### src/rtl/vpred_pack_pkg.sv
package vpred_pack_pkg;

  typedef struct packed {
    logic       nibble;
    logic       scalar;
    logic [1:0] src_code;
    logic [1:0] dst_code;
  } pack_mode_t;

  // destination element width in bits selected by the destination code
  function automatic int dest_span(logic [1:0] code);
    case (code)
      2'b01:   return 8;
      2'b10:   return 16;
      2'b11:   return 32;
      default: return 64;
    endcase
  endfunction

  function automatic int lane_bits(logic nibble);
    return nibble ? 4 : 1;
  endfunction

  // how many results share one destination element
  function automatic int group_size(pack_mode_t m, int data_w);
    int half;
    half = dest_span(m.dst_code) / 2;
    if (m.scalar) return data_w / lane_bits(m.nibble);
    if (!m.nibble) return 1 << m.src_code;
    case (m.src_code)
      2'b00:   return 1;
      2'b01:   return 2;
      2'b10:   return (half < 4) ? half : 4;
      default: return (half < 8) ? half : 8;
    endcase
  endfunction

endpackage

### src/rtl/vpred_mode_decode.sv
module vpred_mode_decode
  import vpred_pack_pkg::*;
#(
  parameter int DATA_W = 64,
  parameter int CNT_W  = $clog2(DATA_W) + 1
) (
  input  pack_mode_t          mode,
  output logic [CNT_W-1:0]    group,
  output logic [DATA_W-1:0]   used_mask
);

  int span_bits;

  always_comb begin
    group     = CNT_W'(group_size(mode, DATA_W));
    span_bits = int'(group) * lane_bits(mode.nibble);
    for (int k = 0; k < DATA_W; k++) begin
      used_mask[k] = (k < span_bits);
    end
  end

endmodule

### src/rtl/vpred_lane_accum.sv
module vpred_lane_accum #(
  parameter int DATA_W = 64,
  parameter int CNT_W  = $clog2(DATA_W) + 1
) (
  input  logic              clk,
  input  logic              rst_n,
  input  logic              clear,
  input  logic              push,
  input  logic              flush,
  input  logic              nibble,
  input  logic [3:0]        res,
  input  logic [CNT_W-1:0]  group,
  output logic              slot_full,
  output logic [DATA_W-1:0] merged
);

  logic [CNT_W-1:0]  slot_q;
  logic [DATA_W-1:0] acc_q;
  logic [DATA_W-1:0] placed;

  // drop the incoming result into its slot
  always_comb begin
    for (int k = 0; k < DATA_W; k++) begin
      if (nibble) placed[k] = ((k / 4) == int'(slot_q)) ? res[k % 4] : 1'b0;
      else        placed[k] = (k == int'(slot_q)) ? res[0] : 1'b0;
    end
  end

  assign merged    = acc_q | placed;
  assign slot_full = (slot_q == group - CNT_W'(1));

  always_ff @(posedge clk or negedge rst_n) begin
    if (!rst_n) begin
      slot_q <= '0;
      acc_q  <= '0;
    end else if (clear || (push && flush)) begin
      slot_q <= '0;
      acc_q  <= '0;
    end else if (push) begin
      slot_q <= slot_q + CNT_W'(1);
      acc_q  <= merged;
    end
  end

  // the fill position never leaves the current group
  assert_slot_in_group_R5: assert property (@(posedge clk) disable iff (!rst_n)
    slot_q < group);

endmodule

### src/rtl/vpred_packer.sv
module vpred_packer
  import vpred_pack_pkg::*;
#(
  parameter int DATA_W = 64,
  parameter int LEN_W  = 8,
  localparam int CNT_W = $clog2(DATA_W) + 1
) (
  input  logic              clk,
  input  logic              rst_n,
  input  logic              start,
  input  logic              cfg_nibble,
  input  logic              cfg_scalar,
  input  logic [1:0]        cfg_src,
  input  logic [1:0]        cfg_dst,
  input  logic [LEN_W-1:0]  vec_len,
  input  logic              in_valid,
  output logic              in_ready,
  input  logic [3:0]        in_res,
  output logic              out_valid,
  input  logic              out_ready,
  output logic [DATA_W-1:0] out_data,
  output logic [LEN_W-1:0]  out_offset,
  output logic              done
);

  pack_mode_t        mode_q;
  logic [LEN_W-1:0]  len_q;
  logic [LEN_W-1:0]  idx_q;
  logic [LEN_W-1:0]  off_q;
  logic              busy_q;
  logic              out_valid_q;
  logic [DATA_W-1:0] out_data_q;
  logic [LEN_W-1:0]  out_off_q;
  logic              out_last_q;
  logic              done_q;

  logic [CNT_W-1:0]  group;
  logic [DATA_W-1:0] used_mask;
  logic              slot_full;
  logic [DATA_W-1:0] merged;

  // named internal events
  logic start_ok;
  logic all_in;
  logic last_in;
  logic accept;
  logic out_fire;
  logic flush;

  assign start_ok = start && !busy_q;
  assign all_in   = (idx_q == len_q);
  assign last_in  = ((LEN_W+1)'(idx_q) + (LEN_W+1)'(1)) == (LEN_W+1)'(len_q);
  assign out_fire = out_valid_q && out_ready;
  assign in_ready = busy_q && !all_in && (!out_valid_q || out_ready);
  assign accept   = in_valid && in_ready;
  assign flush    = accept && (slot_full || last_in);

  vpred_mode_decode #(.DATA_W(DATA_W), .CNT_W(CNT_W)) u_decode (
    .mode      (mode_q),
    .group     (group),
    .used_mask (used_mask)
  );

  vpred_lane_accum #(.DATA_W(DATA_W), .CNT_W(CNT_W)) u_accum (
    .clk       (clk),
    .rst_n     (rst_n),
    .clear     (start_ok),
    .push      (accept),
    .flush     (flush),
    .nibble    (mode_q.nibble),
    .res       (in_res),
    .group     (group),
    .slot_full (slot_full),
    .merged    (merged)
  );

  always_ff @(posedge clk or negedge rst_n) begin
    if (!rst_n) begin
      mode_q      <= '0;
      len_q       <= '0;
      idx_q       <= '0;
      off_q       <= '0;
      busy_q      <= 1'b0;
      out_valid_q <= 1'b0;
      out_data_q  <= '0;
      out_off_q   <= '0;
      out_last_q  <= 1'b0;
      done_q      <= 1'b0;
    end else begin
      done_q <= 1'b0;
      if (start_ok) begin
        mode_q <= '{nibble: cfg_nibble, scalar: cfg_scalar,
                    src_code: cfg_src, dst_code: cfg_dst};
        len_q  <= vec_len;
        idx_q  <= '0;
        off_q  <= '0;
        busy_q <= (vec_len != '0);
        done_q <= (vec_len == '0);
      end else begin
        if (accept) idx_q <= idx_q + LEN_W'(1);
        if (out_fire) begin
          out_valid_q <= 1'b0;
          if (out_last_q) begin
            busy_q <= 1'b0;
            done_q <= 1'b1;
          end
        end
        if (flush) begin
          off_q       <= off_q + LEN_W'(1);
          out_valid_q <= 1'b1;
          out_data_q  <= merged;
          out_off_q   <= off_q;
          out_last_q  <= last_in;
        end
      end
    end
  end

  assign out_valid  = out_valid_q;
  assign out_data   = out_data_q;
  assign out_offset = out_off_q;
  assign done       = done_q;

  // a stalled element holds still
  assert_hold_under_stall_R8: assert property (@(posedge clk) disable iff (!rst_n)
    (out_valid && !out_ready) |=> (out_valid && $stable(out_data) && $stable(out_offset)));

  // nothing outside the group's bit span
  assert_unused_zero_R3: assert property (@(posedge clk) disable iff (!rst_n)
    out_valid |-> ((out_data & ~used_mask) == '0));

  // done is a single-cycle pulse
  assert_done_single_R9: assert property (@(posedge clk) disable iff (!rst_n)
    done |=> !done);

  // final transfer is followed by done
  assert_done_follows_last_R9: assert property (@(posedge clk) disable iff (!rst_n)
    (out_fire && out_last_q) |=> done);

  // no result taken once the run is idle
  assert_idle_no_accept_R9: assert property (@(posedge clk) disable iff (!rst_n)
    !busy_q |-> !in_ready);

endmodule

### config.mk
export PLATFORM = sky130hd
export DESIGN_NAME = vpred_packer
export DESIGN_NICKNAME = d
export VERILOG_FILES = /design/src/rtl/vpred_pack_pkg.sv /design/src/rtl/vpred_mode_decode.sv /design/src/rtl/vpred_lane_accum.sv /design/src/rtl/vpred_packer.sv
export SDC_FILE = /design/constraint.sdc
export NUM_CORES = 1
export LEC_CHECK = 0
export CELL_PAD_IN_SITES_DETAIL_PLACEMENT = 2
export CELL_PAD_IN_SITES_GLOBAL_PLACEMENT = 2
export CORE_ASPECT_RATIO = 1.4
export CORE_MARGIN = 3
export CORE_UTILIZATION = 30
export CTS_CLUSTER_SIZE = 16
export DETAILED_ROUTE_END_ITERATION = 16
export PLACE_DENSITY_LB_ADDON = 0.08
export SYNTH_ARGS = -nofsm -noshare
export SYNTH_HDL_FRONTEND = slang
export SYNTH_HIERARCHICAL = 1
export SYNTH_SLANG_ARGS = --single-unit
### constraint.sdc
create_clock -name clk -period 4.7 [get_ports clk]
set_input_delay 0.94 -clock clk [delete_from_list [all_inputs] [get_ports clk]]
set_output_delay 0.94 -clock clk [all_outputs]
set_load 0.01 [all_outputs]
# ---- Word level (Yosys, flattened, before mapping)
# Cells that the tools add are included.
dict set report op_classes {
  div_mod_pow 1
  muxes 203
  n_addsub 6
  n_lt_le_gt_ge 2
  shifts 1
  eq_ne 71
  n_reduce_logical 26
  n_bitwise 3
}
# op count
set op_table {}
lappend op_table {{$eq A7 B7 Y1 const A} 32}
lappend op_table {{$mux W1} 186}
lappend op_table {{$mux W64} 2}
lappend op_table {{$eq A6 B7 Y1 const A} 16}
lappend op_table {{$or A64 B64 Y64} 1}
lappend op_table {{$eq A5 B7 Y1 const A} 8}
lappend op_table {{$mux W7} 8}
lappend op_table {{$pmux W7 S3} 2}
lappend op_table {{$div A8 B32 Y32 const A} 1}
lappend op_table {{$mux W8} 4}
lappend op_table {{$eq A4 B7 Y1 const A} 4}
lappend op_table {{$add A8 B1 Y8 const B} 2}
lappend op_table {{$eq A3 B7 Y1 const A} 2}
lappend op_table {{$reduce_bool A2 Y1} 6}
lappend op_table {{$add A8 B1 Y9 const B} 1}
lappend op_table {{$eq A9 B8 Y1} 1}
lappend op_table {{$eq A8 B8 Y1} 1}
lappend op_table {{$logic_not A8 Y1} 1}
lappend op_table {{$reduce_bool A8 Y1} 1}
lappend op_table {{$add A6 B1 Y7} 1}
lappend op_table {{$add A7 B1 Y7 const B} 1}
lappend op_table {{$eq A2 B7 Y1 const A} 1}
lappend op_table {{$eq A7 B7 Y1} 1}
lappend op_table {{$logic_and A1 B1 Y1} 7}
lappend op_table {{14 further kinds} 23}
dict set report totals {
  word_cells 328
  regBits 177
  out_inout_bits 75
  input_bits 23
}

# ---- Longest topological paths before layout
# Gate-level depths: netlist (run 1).
dict set report logic_depth {
  ltp_word 16
  mapped_depth 17
  ltp_nobuf 13
}

# ---- By module
# Netlist (run 1), hierarchy kept.
# mod cells_each area_each_um2 seq_area_each_um2 instances
set by_module_without_submodules {}
lappend by_module_without_submodules {vpred_packer 373 4662.0 2652.5 1}
lappend by_module_without_submodules {vpred_lane_accum 385 4249.1 1776.7 1}
lappend by_module_without_submodules {vpred_mode_decode 141 784.5 0.0 1}

# ---- Worst setup path after synthesis (run 1)
# No wires, ideal clock.
dict set report synth_path {
  kind {reg-to-reg}
  startpoint {register mode_q[3] in the netlist's numbering}
  endpoint {register u_accum.acc_q[9]}
  path_buffers 5
  setup_ns 0.065
  stages_incl_launch_ff 17
  period_less_slack_ns 3.683
  arrival_ns 3.617
  setup_slack_ns 1.017
  required_time_ns 4.635
  cell_sequence {dfrtp_1 > buf_2 > nor3_1 > clkbuf_1 > inv_1 > ha_1 > nor2b_1 > and4b_1 > or4_1 > o311a_1 > buf_1 > o21ai_2 > inv_2 > buf_4 > a21oi_1 > clkbuf_1 > o211a_1}
}
dict set report synth_via {
  elab_chain_cells 11
  word_cells_on_any_way 16
  cone_classes {1 x add/sub; 3 x eq/ne; 1 x shift; 5 x mux; 6 x reduce/logical}
}
# element line_no
set synth_lines {}
lappend synth_lines {{start: declaration} vpred_packer.sv:26} ;# pack_mode_t mode_q;
lappend synth_lines {{start signal: assignment} vpred_packer.sv:92} ;# mode_q <= '{nibble: cfg_nibble, scalar: cfg_scalar,
lappend synth_lines {{$eq A2 B2 Y1 (tied with other cells)} vpred_pack_pkg.sv:30} ;# case (m.src_code)
lappend synth_lines {{$pmux W7 S3 or $mux W7 (tied branches)} {vpred_pack_pkg.sv:30, vpred_pack_pkg.sv:29}}
lappend synth_lines {{$mux W7 *} vpred_pack_pkg.sv:30}
lappend synth_lines {{$mux W7 *} vpred_pack_pkg.sv:29} ;# if (!m.nibble) return 1 << m.src_code;
lappend synth_lines {{named net group[0]} vpred_packer.sv:37} ;# logic [CNT_W-1:0] group;
lappend synth_lines {{$sub A7 B1 Y7 *} vpred_lane_accum.sv:30} ;# assign slot_full = (slot_q == group - CNT_W'(1));
lappend synth_lines {{$eq A7 B7 Y1 *} vpred_lane_accum.sv:30}
lappend synth_lines {{named net slot_full} vpred_packer.sv:39} ;# logic slot_full;
lappend synth_lines {{$logic_or A1 B1 Y1 *} vpred_packer.sv:56} ;# assign flush = accept && (slot_full || last_in);
lappend synth_lines {{$logic_and A1 B1 Y1 *} vpred_packer.sv:56}
lappend synth_lines {{named net flush} vpred_packer.sv:48} ;# logic flush;
lappend synth_lines {{$logic_and A1 B1 Y1 *} vpred_lane_accum.sv:36} ;# end else if (clear || (push && flush)) begin
lappend synth_lines {{$logic_or A1 B1 Y1 *} vpred_lane_accum.sv:36}
lappend synth_lines {{$mux W64 or $reduce_bool A2 Y1 (tied branches)} -}
lappend synth_lines {{end signal: assignment} vpred_lane_accum.sv:41} ;# acc_q <= merged;
lappend synth_lines {{end: declaration} vpred_lane_accum.sv:18} ;# logic [DATA_W-1:0] acc_q;
# The timed path passes the listed nets; every way through them passes the cells marked *.
# A chain may end at the register's enable or synchronous reset.

# ---- Worst setup path in the final report (run 1)
dict set report layout_path {
  startpoint {register mode_q[4] in the netlist's numbering}
  endpoint {register u_accum.acc_q[18]}
}
dict set report layout_via {
  elab_chain_cells 11
  word_cells_on_any_way 13
  cone_classes {1 x add/sub; 1 x eq/ne; 6 x mux; 5 x reduce/logical}
}
# element line_no
set layout_lines {}
lappend layout_lines {{$mux W7} vpred_pack_pkg.sv:28} ;# if (m.scalar) return data_w / lane_bits(m.nibble);
lappend layout_lines {{$mux W7} vpred_pack_pkg.sv:29}
lappend layout_lines {{$mux W7} vpred_pack_pkg.sv:30}
lappend layout_lines {{$mux W7 *} vpred_pack_pkg.sv:29}
lappend layout_lines {{named net group[1]} vpred_packer.sv:37}
lappend layout_lines {{$sub A7 B1 Y7 *} vpred_lane_accum.sv:30}
lappend layout_lines {{$eq A7 B7 Y1 *} vpred_lane_accum.sv:30}
lappend layout_lines {{named net slot_full} vpred_packer.sv:39}
lappend layout_lines {{$logic_or A1 B1 Y1 *} vpred_packer.sv:56}
lappend layout_lines {{$logic_and A1 B1 Y1 *} vpred_packer.sv:56}
lappend layout_lines {{$logic_and A1 B1 Y1 *} vpred_lane_accum.sv:36}
lappend layout_lines {{$logic_or A1 B1 Y1 *} vpred_lane_accum.sv:36}
lappend layout_lines {{$mux W64 or $reduce_bool A2 Y1 (tied branches)} -}
# Marked as above.

==> results.py, run 1 <==
metrics = {
    "synthesis": {
        "avgSynthCellArea_um2": 11.6,
        "synth_cells": 773,
        "mappedNetlistNets": 803,
        "synth_area_um2": 8990,
        "synth-warning-count": 6,
    },
    "cts": {
        "cts_resized": 0,
        "cts_hold_buf": 0,
        "cts_buffer_depth": 2,
        "cts_buffers": 17,
        "cts_setup_buffers": 0,
        "cts.htree.levels": 4,
        "path_clk_slew_ps": 70,
        "cts.root.buffer_cell": "clkbuf_16",
        "cts.sink_count": 177,
        "clk_latency_ps": 450,
        "cts_tree": "yes",
    },
    "timing": {
        "rsz0062_at_grt": "no",
        "fin_skew_ps": 9.86,
        "timing.final.crit_period_ps": 4220,
        "tns_ps": 0,
        "finalSetupViolations": 0,
        "final-max-slew-violation-count": 0,
        "slew_headroom": 0.198,
        "max_freq_ghz": 0.237,
        "worst_pin_slew_ps": 1200,
        "fin_hold_ws_ps": 477,
        "hold_viol_final": 0,
        "period_share": 0.897,
    },
    "worst_hold_path": {
        "hp-class": "flop to flop",
        "hold_path_end": "mode_q[1]$_DFFE_PN0P_",
        "min_path_cells": 2,
        "hold_start": "mode_q[1]$_DFFE_PN0P_",
    },
    "placed_design": {
        "dp_hpwl_um": 19900,
        "placed_cell_area_um2": 10200,
        "io_buffers": 97,
        "place.gp.congestion": 0.804,
    },
    "finish": {
        "fillers": 3065,
        "area_growth_pct": 20.1,
        "antenna_cells": 0,
        "layout_common_cells": "dfrtp_1 (177), clkdlybuf4s50_1 (96), nand2_1 (78)",
        "mostFrequentLayoutCell": "dfrtp_1",
        "fin_area_um2": 10800,
        "layout-drive-gt1-share": 0.136,
        "nets": 873,
    },
    "pwr": {
        "p_clk_frac": 0.259,
        "p_switching_mw": 2.29,
        "power_leakage_nw": 5.38,
        "p_per_area_nw_per_um2": 539,
        "seqPwrFrac": 0.349,
        "p_total_mw": 5.82,
        "power.share.combinational": 0.392,
        "switching_share": 0.394,
        "peakVddDrop_mv": 0.255,
        "internal_power_mw": 3.53,
    },
    "route": {
        "drc": 0,
        "dr.first_iter.drc_count": 284,
        "wire_per_inst_um": 22.5,
        "viasPerCell": 5.40,
        "ant_nets": 0,
        "route.vias.total": 6667,
        "drt-total-wl_um": 27800,
        "drtPass1Iterations": 4,
    },
    "floorplan": {
        "start_util": 0.306,
        "die_x_um": 152,
        "die_h_um": 211,
        "fp.coreArea_um2": 29400,
        "dieArea_um2": 32100,
        "ios": 98,
        "rows": 74,
    },
    "critical_path": {
        "slowest_delay_ps": 780,
        "worstSetupStartpointType": "flop",
        "r2r_start": "mode_q[4]$_DFFE_PN0P_",
        "rr_worst_depth": 14,
        "crit_type": "flop to flop",
        "worstPathArrival_ps": 4600,
        "worstPathCellList": "inv_1 -> nand2_1 -> nor2_1 -> inv_1 -> ha_1 -> nor2b_1 -> and4b_1 -> or4_1 -> o311a_1 -> o21ai_2 -> inv_2 -> a21oi_4 -> buf_4 -> o211a_1",
        "worstPathRequired_ps": 5090,
        "crit_fanout": 32,
        "reg2reg_to": "u_accum/acc_q[18]$_DFFE_PN0P_",
        "setup.worst_path.end_class": "flop",
        "crit_path_frequent_cell": "inv_1",
        "rrSetupSlack_ps": 480,
        "cpMaxStageDelayCell": "a21oi_4",
    },
    "outcome": {
        "status": "completed",
    },
    "grt": {
        "grt_pass1_wl_um": 44500,
        "grtUsageTotal": 0.177,
        "overflow": 0,
        "grt_pass1_vias": 7587,
        "grt_max_degree": 104,
        "antenna_found_initial": 0,
    },
    "job": {
        "cap_violations": 0,
    },
}
[worst max-delay path by stage]
stage,start,to,slack (ps)
floorplan,mode_q[3]$_DFFE_PN0P_,u_accum/acc_q[9]$_DFFE_PN0P_,1060
detailed placement,mode_q[4]$_DFFE_PN0P_,u_accum/acc_q[36]$_DFFE_PN0P_,580
CTS,mode_q[4]$_DFFE_PN0P_,u_accum/slot_q[5]$_DFFE_PN0P_,440
global placement,mode_q[4]$_DFFE_PN0P_,u_accum/acc_q[22]$_DFFE_PN0P_,750
finish,mode_q[4]$_DFFE_PN0P_,u_accum/acc_q[18]$_DFFE_PN0P_,480
global route,mode_q[4]$_DFFE_PN0P_,u_accum/slot_q[0]$_DFFE_PN0P_,20
[critical path, delay by kind of cell (launching register included)]
family	cells	cell delay [ps]
AOI/OAI and AO/OA	4	1480
and+or+nand+nor	5	1300
buffers and inverters	4	660
DFF	1	410
adders and majority gates	1	280
[cell type report]
type	instances	area, um^2	share of cell area
Sequential cell	177	4430	0.410
Clock buffer	18	439	0.0407
Tap cell	380	475	0.0440
Clock inverter	13	176	0.0163
Timing Repair Buffer	114	1110	0.103
Multi-Input combinational cell	515	4100	0.379
Inverter	18	67.6	0.00626
[metrics by stage]
| step | setup slack (ps) | cells | utilization |
|---|---|---|---|
| final | 484 | 1235 | 0.368 |
| after global routing | 16.9 | 1235 | 0.368 |
| after CTS | 438 | 1235 | 0.368 |
| after detailed placement | 584 | 1204 | 0.347 |
| after global placement | 752 | 1204 | 0.347 |
| after floorplan | 1060 | 773 | - |
[sequential cells by signal, indices dropped and copies added, names as in the netlist]
| name | flops |
|---|---|
| out_valid | 1 |
| u_accum/acc_q | 64 |
| mode_q | 6 |
| out_last_q | 1 |
| out_data | 64 |
| done | 1 |
| out_offset | 8 |
| busy_q | 1 |
| idx_q | 8 |
| u_accum/slot_q | 7 |
| off_q | 8 |
| len_q | 8 |
[power by group through the flow]
stage | clock network [mW] | registers [mW] | logic (mW)
final | 1.51 | 2.03 | 2.28
after global routing | 1.62 | 2.08 | 2.50
after CTS | 1.57 | 2.04 | 2.31
after floorplan | 0 | 2.00 | 1.54
after detailed placement | 0 | 2.06 | 2.30
after global placement | 0 | 2.04 | 2.21
[metal layers]
layer  GRT usage  share of wire
met1       0.204           0.41
met2       0.327           0.53
met3      0.0264          0.027
met4      0.0726          0.027
met5           0              0
Note: power is estimated with default switching activity, not from simulation.
==> run 2: changes to the inputs <==
--- a/config.mk
+++ b/config.mk
@@ -5,6 +5,7 @@
 export SDC_FILE = /design/constraint.sdc
 export NUM_CORES = 1
 export LEC_CHECK = 0
+export CAP_MARGIN = 20
 export CELL_PAD_IN_SITES_DETAIL_PLACEMENT = 2
 export CELL_PAD_IN_SITES_GLOBAL_PLACEMENT = 2
 export CORE_ASPECT_RATIO = 1.4
==> results.py, run 2 (synthesized netlist as in run 1, its figures left out) <==
metrics = {
    "placed_design": {
        "placedCellCount": 1205,
        "place.gp.congestion": 0.804,
        "placed_cell_area_um2": 10200,
        "io_buffers": 97,
        "dp_hpwl_um": 19900,
    },
    "timing": {
        "period_share": 0.884,
        "finalSetupViolations": 0,
        "max_freq_ghz": 0.241,
        "fin_skew_ps": 10.3,
        "final-max-slew-violation-count": 0,
        "timing.final.crit_period_ps": 4150,
        "tns_ps": 0,
        "worst_pin_slew_ps": 1070,
        "rsz0062_at_grt": "no",
        "slew_headroom": 0.283,
        "hold_viol_final": 0,
    },
    "critical_path": {
        "worstPathArrival_ps": 4540,
        "crit_fanout": 32,
        "setup.worst_path.end_class": "flop",
        "worstSetupStartpointType": "flop",
        "crit_type": "flop to flop",
        "worstPathRequired_ps": 5080,
    },
    "route": {
        "ant_nets": 0,
        "drtPass1Iterations": 4,
        "wire_per_inst_um": 22.5,
        "dr.first_iter.drc_count": 300,
        "drc": 0,
        "drt-total-wl_um": 27900,
        "viasPerCell": 5.34,
        "route.vias.total": 6619,
    },
    "cts": {
        "cts_tree": "yes",
        "cts.root.buffer_cell": "clkbuf_16",
        "cts_buffers": 17,
        "cts.sink_count": 177,
        "cts_resized": 0,
        "cts_hold_buf": 0,
        "cts_setup_buffers": 0,
        "cts.htree.levels": 4,
        "cts_buffer_depth": 2,
        "clk_latency_ps": 450,
        "path_clk_slew_ps": 70,
    },
    "grt": {
        "grt_max_degree": 104,
        "overflow": 0,
        "grtUsageTotal": 0.178,
        "grt_pass1_wl_um": 44900,
        "antenna_found_initial": 0,
        "grt_pass1_vias": 7605,
    },
    "finish": {
        "antenna_cells": 0,
        "layout-drive-gt1-share": 0.137,
        "layout.cells.non_filler": 1239,
        "nets": 876,
        "layout_common_cells": "dfrtp_1 (177), clkdlybuf4s50_1 (96), nand2_1 (78)",
        "area_growth_pct": 20.3,
        "fin_area_um2": 10800,
        "mostFrequentLayoutCell": "dfrtp_1",
    },
    "floorplan": {
        "start_util": 0.306,
        "fp.coreArea_um2": 29400,
        "die_h_um": 211,
        "ios": 98,
        "rows": 74,
        "dieArea_um2": 32100,
        "die_x_um": 152,
    },
    "outcome": {
        "status": "completed",
    },
    "pwr": {
        "power_leakage_nw": 5.39,
        "peakVddDrop_mv": 0.276,
        "p_per_area_nw_per_um2": 534,
    },
    "job": {
        "cap_violations": 0,
    },
    "worst_hold_path": {
        "hp-class": "input pin to asynchronous set/reset pin",
    },
}
==> run 2: cell count changes in the layout (fill, tap and decap cells not counted), sizes merged <==
cell	before	now
buf	18	20
clkbuf	18	20
bufinv	3	2
clkinv	3	2
clkinvlp	3	4
inv	22	23
==> run 2: worst max-delay path, cell delays in order (launching register included) <==
cell and delay [ps]:
dfrtp_1 410, inv_1 110, nand2_1 70, nor2_1 410, inv_1 90, ha_1 260
nor2b_1 150, and4b_1 180, or4_1 490, o311a_1 290, o21ai_2 240, inv_2 70
a21oi_4 740, buf_4 380, o211a_1 200
==> run 2: area by class of cell <==
cell class                      instances  area [um^2]
Tap cell                              380          475
Inverter                               18         67.6
Multi-Input combinational cell        515         4100
Clock buffer                           19          433
Fill cell                            3087        18500
Timing Repair Buffer                  117         1160
Clock inverter                         13          150
Sequential cell                       177         4430
==> run 2: final timing paths <==
kind                                            endpoint  cells after the start  slack [ps]                   from
setup reg to reg           u_accum/acc_q[18]$_DFFE_PN0P_                     14         550  mode_q[4]$_DFFE_PN0P_
setup / recovery           u_accum/acc_q[18]$_DFFE_PN0P_                     14         550  mode_q[4]$_DFFE_PN0P_
min in group clk                   mode_q[1]$_DFFE_PN0P_                      2         480  mode_q[1]$_DFFE_PN0P_
hold reg to reg                    mode_q[1]$_DFFE_PN0P_                      2         480  mode_q[1]$_DFFE_PN0P_
max in group asynchronous       out_data[26]$_DFFE_PN0P_                      3        3240                  rst_n
hold / removal                   out_data[1]$_DFFE_PN0P_                      1         380                  rst_n
==> run 2: through the flow <==
stage                     utilization  hold slack [ps]  setup WS (ps)  power [mW]
after global placement          0.347              462            752        4.25
final                           0.368              382            546        5.77
after CTS                       0.367              483            477        5.87
after global routing            0.368              395            205        6.17
after detailed placement        0.347              466            580        4.37
after floorplan                     -              437           1060        3.54
==> run 2: metal layers <==
layer  vias up  share of wire  GRT usage
met5         -              0          0
met4         0          0.030     0.0723
met3        38          0.023     0.0273
met2       119           0.53      0.323
met1      3450           0.42      0.210
li1       3012              -          -
==> run 2: power by group <==
part	internal [mW]	total, mW	switching, mW
clock network	0.793	1.45	0.657
logic	0.895	2.29	1.40
registers	1.78	2.03	0.249
total	3.47	5.77	2.30
